## src/rtl/tree_barrier.sv

```systemverilog
module tree_barrier #(
  parameter int THREADS = 4,
  parameter int VAULTS  = 4,
  localparam int N  = THREADS * VAULTS,
  localparam int TW = (THREADS > 1) ? $clog2(THREADS) : 1,
  localparam int VW = (VAULTS > 1) ? $clog2(VAULTS) : 1,
  localparam int CW = $clog2(THREADS + 1),
  localparam int SW = $clog2(VAULTS + 1)
) (
  input  logic             clk,
  input  logic             rst_n,
  input  logic [N-1:0]     thr_arrive,
  output logic [N-1:0]     thr_release,
  output logic             sense,
  output logic [VAULTS-1:0] vault_up,
  output logic [VAULTS*TW-1:0] vault_rep,
  output logic             xs_send,
  output logic [VW-1:0]    xs_rep,
  output logic             xs_sense,
  input  logic             xs_release
);

  logic          waiting, sense_q, rel_q, send_q;
  logic [SW-1:0] scnt, snxt;
  logic [VW-1:0] slast, rep_q;
  wire           release_go = xs_release & waiting;

  for (genvar v = 0; v < VAULTS; v++) begin : g_vault
    logic [THREADS-1:0] req, arr_q;
    logic [CW-1:0]      cnt, cnt_nxt;
    logic [TW-1:0]      last, vrep_q;
    logic               up_q;

    assign req = thr_arrive[v*THREADS +: THREADS] & ~arr_q & {THREADS{~waiting}};

    always_comb begin
      cnt_nxt = cnt;
      last    = '0;
      for (int i = 0; i < THREADS; i++)
        if (req[i]) begin
          cnt_nxt = cnt_nxt + CW'(1);
          last    = TW'(i);
        end
    end

    always_ff @(posedge clk) begin
      if (!rst_n || release_go) begin
        cnt    <= '0;
        arr_q  <= '0;
        up_q   <= 1'b0;
        vrep_q <= '0;
      end else begin
        cnt   <= cnt_nxt;
        arr_q <= arr_q | req;
        up_q  <= (cnt_nxt == CW'(THREADS)) && (cnt != CW'(THREADS));
        if ((cnt_nxt == CW'(THREADS)) && (cnt != CW'(THREADS))) vrep_q <= last;
      end
    end

    assign vault_up[v] = up_q;
    assign vault_rep[v*TW +: TW] = vrep_q;
  end

  always_comb begin
    snxt  = scnt;
    slast = '0;
    for (int v = 0; v < VAULTS; v++)
      if (vault_up[v]) begin
        snxt  = snxt + SW'(1);
        slast = VW'(v);
      end
  end

  always_ff @(posedge clk) begin
    if (!rst_n) begin
      scnt    <= '0;
      waiting <= 1'b0;
      sense_q <= 1'b0;
      rel_q   <= 1'b0;
      send_q  <= 1'b0;
      rep_q   <= '0;
    end else if (release_go) begin
      scnt    <= '0;
      waiting <= 1'b0;
      sense_q <= ~sense_q;
      rel_q   <= 1'b1;
      send_q  <= 1'b0;
    end else begin
      rel_q  <= 1'b0;
      scnt   <= snxt;
      send_q <= (snxt == SW'(VAULTS)) && (scnt != SW'(VAULTS));
      if ((snxt == SW'(VAULTS)) && (scnt != SW'(VAULTS))) begin
        rep_q   <= slast;
        waiting <= 1'b1;
      end
    end
  end

  assign thr_release = {N{rel_q}};
  assign sense       = sense_q;
  assign xs_send     = send_q;
  assign xs_rep      = rep_q;
  assign xs_sense    = sense_q;

endmodule

```

## config.mk

```make
export PLATFORM = sky130hd
export DESIGN_NAME = tree_barrier
export DESIGN_NICKNAME = d
export VERILOG_FILES = /design/src/rtl/tree_barrier.sv
export SDC_FILE = /design/constraint.sdc
export NUM_CORES = 1
export LEC_CHECK = 0
export CAP_MARGIN = 20
export CORE_ASPECT_RATIO = 0.7
export CORE_MARGIN = 2
export CORE_UTILIZATION = 66
export CTS_CLUSTER_DIAMETER = 30
export CTS_CLUSTER_SIZE = 25
export DETAILED_ROUTE_END_ITERATION = 10
export DONT_BUFFER_PORTS = 1
export PLACE_DENSITY = 0.93
export SLEW_MARGIN = 40
export SYNTH_ARGS = -nofsm -noshare
export SYNTH_HDL_FRONTEND = slang
export SYNTH_SLANG_ARGS = --single-unit
export TNS_END_PERCENT = 50
```

## constraint.sdc

```tcl
create_clock -name clk -period 7.3 [get_ports clk]
set_clock_uncertainty 0.15 [all_clocks]
set_input_delay 0.73 -clock clk [delete_from_list [all_inputs] [get_ports clk]]
set_output_delay 0.73 -clock clk [all_outputs]
set_load 0.005 [all_outputs]
```

==> flow_summary.toml, run 1 <==
[clock_network]
clockBufferDepth = 2
cts_tree = "built"
insertion_delay_ns = 0.31
cts_buffers = 5
ctsHoldBuffers = 0
clock_sinks = 49
ctsResizeCount = 0
htree_num_levels = 2
cts_setup_buffers = 0
path_clk_slew_ns = 0.09
root_buffer = "clkbuf_8"

[die]
core-area_um2 = 4810
die_y_um = 63.3
die_area_um2 = 5610
initial_core_util = 0.689
die_w_um = 88.7
fp-row-count = 21
io_pins = 52

[sta]
fin_ws_ns = 3.31
hold_viol = 0
min_period_ns = 3.99
worst_pin_slew_ns = 0.784
max_slew_margin = 0.476
fin_tns_setup_ns = 0
period_share = 0.547
fin_hold_ws_ns = 0.327
rsz0062_at_grt = "no"
finalSetupViolCount = 0
drv_slew = 0
max_freq_ghz = 0.250

[synthesis]
synth_area_leader_cell = "dfxtp_1"
synth-seq-cells = 49
synth_cell_types = 48
syn_avg_cell_area_um2 = 8.71
yosysWarnings = 0
synth_cells = 380
synthArstFlopShare = 0
synthTopCellsByCount = "60 x nor2_1, 49 x dfxtp_1, 32 x nand2_1"
synth-edff-count = 0
synth_area_um2 = 3310
synth_area_leaders = "dfxtp_1 30%, ha_1 8.7%, xnor2_1 7.9%, nor2_1 6.8%, buf_4 4.8%"
synthesis.nets = 422
yosys.area.top_type_share = 0.296
synth.most_common_cell = "nor2_1"
synth-main-ff-cell = "dfxtp_1"
yosysSeqAreaShare = 0.296

[worst_setup_path]
crit_fanout = 27
endpoint_kind = "flip-flop"
criticalPathCategory = "reg -> reg"
critPathLaunchType = "flip-flop"
cp.arrival_ns = 4.07
critical_path_required_ns = 7.38

[pwr]
p_sw_mw = 0.447
p_int_mw = 0.721
peakVddDrop_v = 0.000176
clockPowerShare = 0.173
switching_share = 0.383
pwr-share-comb = 0.496
powerDensity_nw_per_um2 = 352
p_leak_nw = 1.48
pwr-share-seq = 0.331
finalPower_mw = 1.17

[place]
portBuffers = 0
place_congestion = 0.822
dp_slack_ns = 3.16
placed_area_um2 = 3200
dp_cells = 421
dp_hpwl_um = 4640

[global_routing]
antenna_found_initial = 0
grt_pass1_wl_um = 10600
overflow = 0
grt_max_degree = 38
grt_usage = 0.241
grt_pass1_vias = 2363

[cells_and_area]
layoutNonFillerInstCount = 429
syn_to_final_growth_pct = 0.227
post-route-cell-area_um2 = 3320
drive_above_1_share = 0.106
fin_nets = 401
antenna_cells = 0
post-route-util = 0.690

[status]
outcome = "finished, final reports clean"

[detailed_routing]
drc = 0
drt_iter0_markers = 109
final_antenna_net_count = 0
vias = 2383
drt-total-wl_um = 6150
via_per_inst = 5.55
drtPass1Iterations = 4
wire_per_inst_um = 14.3

[run]
drv_cap = 0

[hold_path]
min_path_type = "reg -> reg"
-- worst max-delay path: stages (launching register included) --
cell and delay (ns):
dfxtp_1 0.31, buf_4 0.23, nor3b_1 0.39, mux2_2 0.39
ha_1 0.26, mux2_2 0.29, ha_1 0.30, mux2_2 0.27
ha_1 0.17, nand2_1 0.08, xnor3_2 0.35, and3b_1 0.18
o211a_1 0.24, and3_1 0.17, nor3_1 0.13
-- cell usage in the layout, fill, tap and decap left out, drive strengths merged, types with 2 or more instances in the layout --
cell type,Yosys,layout
and3b,2,2
a311oi,2,2
and4bb,6,6
o21ai,9,9
and3,7,7
inv,23,23
nand3,2,2
xor3,2,2
a21oi,19,19
nor2b,10,10
xnor3,4,4
clkbuf,6,7
mux2i,7,7
nor3b,10,10
xnor2,30,30
mux2,9,9
xor2,8,8
nand2,33,33
dfxtp,49,49
o21a,2,2
a211oi,3,3
ha,23,23
a31oi,3,3
and2,3,3
o211a,2,2
nor2,60,60
buf,24,2
nand2b,7,7
nor3,5,5
or2,2,2
-- layer usage --
metal  GRT usage  wire length (um)  vias up  share of wire
met5           0                 0        -              0
met3      0.0813               417        2          0.068
met2       0.381              2810       52           0.46
met4      0.0530                24        0         0.0039
met1       0.318              2900     1121           0.47
li1            -                 -     1208              -
-- layout make-up --
| class | count | area, um^2 |
|---|---|---|
| Clock inverter | 1 | 30.0 |
| Clock buffer | 7 | 86.3 |
| Multi-Input combinational cell | 278 | 2030 |
| Tap cell | 69 | 86.3 |
| Inverter | 23 | 86.3 |
| Fill cell | 397 | 1490 |
| Sequential cell | 49 | 982 |
| Timing Repair Buffer | 2 | 15.0 |
-- cell families (layout without fill, tap and decap cells) --
| group | after synthesis | count (layout) | synth area share |
|---|---|---|---|
| multiplexers | 16 | 16 | 0.0518 |
| AND/OR/NAND/NOR | 147 | 147 | 0.238 |
| XOR/XNOR | 44 | 44 | 0.142 |
| adder cells (fa/ha/maj) | 23 | 23 | 0.0869 |
| AO/OA/AOI/OAI | 48 | 48 | 0.0941 |
| buffers and inverters | 53 | 33 | 0.0899 |
| flip-flops | 49 | 49 | 0.296 |
-- path summary, 6_finish.rpt --
path                                  start                                 to  slack [ns]  cells past startpoint
max                    waiting$_SDFFE_PP0P_  g_vault[0].vrep_q[0]$_SDFFE_PP0P_        3.31                     14
min          g_vault[3].arr_q[1]$_SDFF_PP0_     g_vault[3].arr_q[1]$_SDFF_PP0_        0.33                      2
max reg2reg            waiting$_SDFFE_PP0P_  g_vault[0].vrep_q[0]$_SDFFE_PP0P_        3.31                     14
min reg2reg  g_vault[3].arr_q[1]$_SDFF_PP0_     g_vault[3].arr_q[1]$_SDFF_PP0_        0.33                      2
-- state kept, by name, indices dropped and copies added (netlist names) --
signal / flops
g_vault.arr_q: 16
g_vault.cnt: 12
g_vault.up_q: 4
g_vault.vrep_q: 8
rel_q: 1
scnt: 3
sense: 1
waiting: 1
xs_rep: 2
xs_send: 1
-- power by group through the flow --
| stage | sequential, mW | combinational [mW] | clock [mW] |
|---|---|---|---|
| after floorplan | 0.372 | 0.489 | 0 |
| after global placement | 0.389 | 0.538 | 0 |
| after detailed placement | 0.392 | 0.575 | 0 |
| after CTS | 0.386 | 0.581 | 0.206 |
| after global routing | 0.394 | 0.664 | 0.217 |
| final | 0.387 | 0.579 | 0.202 |
Note: power is estimated with default switching activity, not from simulation.
==> inputs of run 2 (changes only) <==
--- a/config.mk
+++ b/config.mk
@@ -8,12 +8,12 @@
 export CAP_MARGIN = 20
 export CORE_ASPECT_RATIO = 0.7
 export CORE_MARGIN = 2
-export CORE_UTILIZATION = 66
+export CORE_UTILIZATION = 64
 export CTS_CLUSTER_DIAMETER = 30
 export CTS_CLUSTER_SIZE = 25
 export DETAILED_ROUTE_END_ITERATION = 10
 export DONT_BUFFER_PORTS = 1
-export PLACE_DENSITY = 0.93
+export PLACE_DENSITY = 0.91
 export SLEW_MARGIN = 40
 export SYNTH_ARGS = -nofsm -noshare
 export SYNTH_HDL_FRONTEND = slang
==> constraint.sdc (replaced) <==
create_clock -name clk -period 3.8 [get_ports clk]
set_clock_uncertainty 0.15 [all_clocks]
set_input_delay 0.38 -clock clk [delete_from_list [all_inputs] [get_ports clk]]
set_output_delay 0.38 -clock clk [all_outputs]
set_load 0.005 [all_outputs]
==> run 2 against run 1 <==
Net effect:
- first-iteration DRC count down 3.7%
- global-route usage fell by 1.0 points
- total power rose by 92%
- clock-buffer cell count unchanged
- via count rose by 2.6%
- sequential share of layout area decreased by 0.65 points
- final area grew 2.8%
- fmax is 9.5% higher
- routed wire length increased by 5.3%
- critical endpoint is now g_vault[3].vrep_q[0]$_SDFFE_PP0P_
- largest power group unchanged
==> flow_summary.toml, run 2 (same netlist as run 1, synthesis figures left out) <==
[worst_setup_path]
reg2reg_slack_ns = 0.15
startpoint = "waiting$_SDFFE_PP0P_"
cp.arrival_ns = 3.75
crit_path_top_delay_cell = "dfxtp_2"
endpoint_kind = "flip-flop"
max_stage_delay_ns = 0.36
criticalPathCategory = "reg -> reg"
rr_startpoint = "waiting$_SDFFE_PP0P_"
path_depth = 16
cp_top_family = "compound AO/OA/AOI/OAI gates"
critical_path_required_ns = 3.90
rr_worst_depth = 16
crit_buf_inv = 2
path_cells = "buf_6 > nor3b_2 > mux2i_1 > o21ai_0 > nand2b_1 > inv_1 > ha_1 > nand2_1 > o21ai_0 > ha_1 > nand2_1 > xnor3_1 > xnor2_2 > o2111a_2 > a21boi_0 > o221a_2"
crit_fanout = 14
r2r_end = "g_vault[3].vrep_q[0]$_SDFFE_PP0P_"
critPathLaunchType = "flip-flop"
endpoint = "g_vault[3].vrep_q[0]$_SDFFE_PP0P_"

[cells_and_area]
fill_cells = 375
layout_common_cells = "60 x nor2_1, 44 x dfxtp_1, 32 x nand2_1, 28 x xnor2_1, 23 x ha_1"
drive_above_1_share = 0.163
syn_to_final_growth_pct = 2.99
largest_register_ffs = 16
ff_latch_area_um2 = 987
regMostFlops = "g_vault.arr_q"
antenna_cells = 0
fin_nets = 409
final_common_cell = "nor2_1"
multiInputGateArea_um2 = 2080
largest_registers = "g_vault.arr_q (16), g_vault.cnt (12), g_vault.vrep_q (8)"

[hold_path]
holdCritStartpoint = "thr_arrive[9]"
min_path_type = "in -> reg"

[clock_network]
htree_num_levels = 2
ctsHoldBuffers = 0
root_buffer = "clkbuf_8"
path_clk_slew_ns = 0.09
cts_buffers = 5
clock_sinks = 49
clockBufferDepth = 2
cts_tree = "built"
insertion_delay_ns = 0.30

[detailed_routing]
drc = 0
drt-total-wl_um = 6480
final_antenna_net_count = 0
drtPass1Iterations = 4
via_per_inst = 5.61
drt_iter0_markers = 105
wire_per_inst_um = 14.9
vias = 2444

[sta]
fin_hold_ws_ns = 0.0694
worst_pin_slew_ns = 0.752
period_share = 0.960
rsz0062_at_grt = "yes"
drv_slew = 0
finalSetupViolCount = 0
max_freq_ghz = 0.274
hold_viol = 0
min_period_ns = 3.65
max_slew_margin = 0.498

[place]
dp_hpwl_um = 4800
portBuffers = 0
place_congestion = 0.878

[pwr]
p_leak_nw = 1.53
powerDensity_nw_per_um2 = 657
peakVddDrop_v = 0.000409
finalPower_mw = 2.24

[global_routing]
grt_pass1_wl_um = 10800
grt_pass1_vias = 2367
grt_usage = 0.231
grt_max_degree = 38
antenna_found_initial = 0
overflow = 0

[die]
fp-row-count = 21
die_y_um = 64.2
initial_core_util = 0.677
io_pins = 52
die_w_um = 90.0
die_area_um2 = 5770
core-area_um2 = 4890

[status]
outcome = "finished, final reports clean"

[run]
drv_cap = 0
[run 2: changes by cell type in the layout (fill, tap and decap cells not counted), sizes merged]
cell	change
clkinvlp	+1
buf	+8
inv	-1
bufinv	-1
[run 2: worst min-delay path by stage]
stage | to | slack, ns | cells past startpoint
finish | g_vault[2].arr_q[1]$_SDFF_PP0_ | 0.07 | 2
global route | g_vault[2].arr_q[1]$_SDFF_PP0_ | 0.08 | 2
CTS | g_vault[2].arr_q[1]$_SDFF_PP0_ | 0.06 | 2
detailed placement | g_vault[3].arr_q[1]$_SDFF_PP0_ | 0.32 | 2
global placement | g_vault[3].arr_q[1]$_SDFF_PP0_ | 0.30 | 2
floorplan | g_vault[3].arr_q[1]$_SDFF_PP0_ | 0.29 | 2
[run 2: layout make-up]
cell class | count | share of cell area
multi-input cells | 278 | 0.610
clock buffers | 7 | 0.0253
inverters | 23 | 0.0264
flip-flops and latches | 49 | 0.290
well taps | 69 | 0.0253
repair buffers | 10 | 0.0231
[run 2: timing repair]
item / in CTS / in global routing
resized for setup: 2 / 15
setup endpoints to repair: 3 / 15
buffers inserted: 0 / 2
pin swaps: 0 / 4
[run 2: per-stage QoR]
stage | instance area, um^2 | utilization | setup TNS (ns) | std cells | setup WS, ns
final | 3410 | 0.698 | 0 | 436 | 0.153
after detailed placement | 3250 | 0.664 | -0.0210 | 427 | -0.0150
after global routing | 3410 | 0.698 | -0.135 | 436 | -0.0609
after floorplan | 3310 | - | 0 | 380 | 0.0323
after global placement | 3250 | 0.664 | 0 | 427 | 0.152
after CTS | 3340 | 0.684 | 0 | 434 | 0.0138
[run 2: metal layers]
| metal | part of all wire | GRT usage |
|---|---|---|
| met5 | 0 | 0 |
| met4 | 0.012 | 0.0692 |
| met3 | 0.065 | 0.0578 |
| met2 | 0.48 | 0.391 |
| met1 | 0.45 | 0.294 |
[run 2: worst register-to-register path, delay by kind of cell (launching register included)]
family / cells / cell delay (ns)
multiplexers: 1 / 0.32
buffers and inverters: 2 / 0.23
XOR/XNOR: 2 / 0.57
flip-flops: 1 / 0.36
AND/OR/NAND/NOR: 4 / 0.55
AO/OA/AOI/OAI: 5 / 0.88
adder cells (fa/ha/maj): 2 / 0.53
[run 2: where the power goes]
part	leakage, nW	switching (mW)	internal, mW
clock	0.0443	0.165	0.145
sequential	0.405	0.111	0.631
combinational	1.08	0.617	0.571
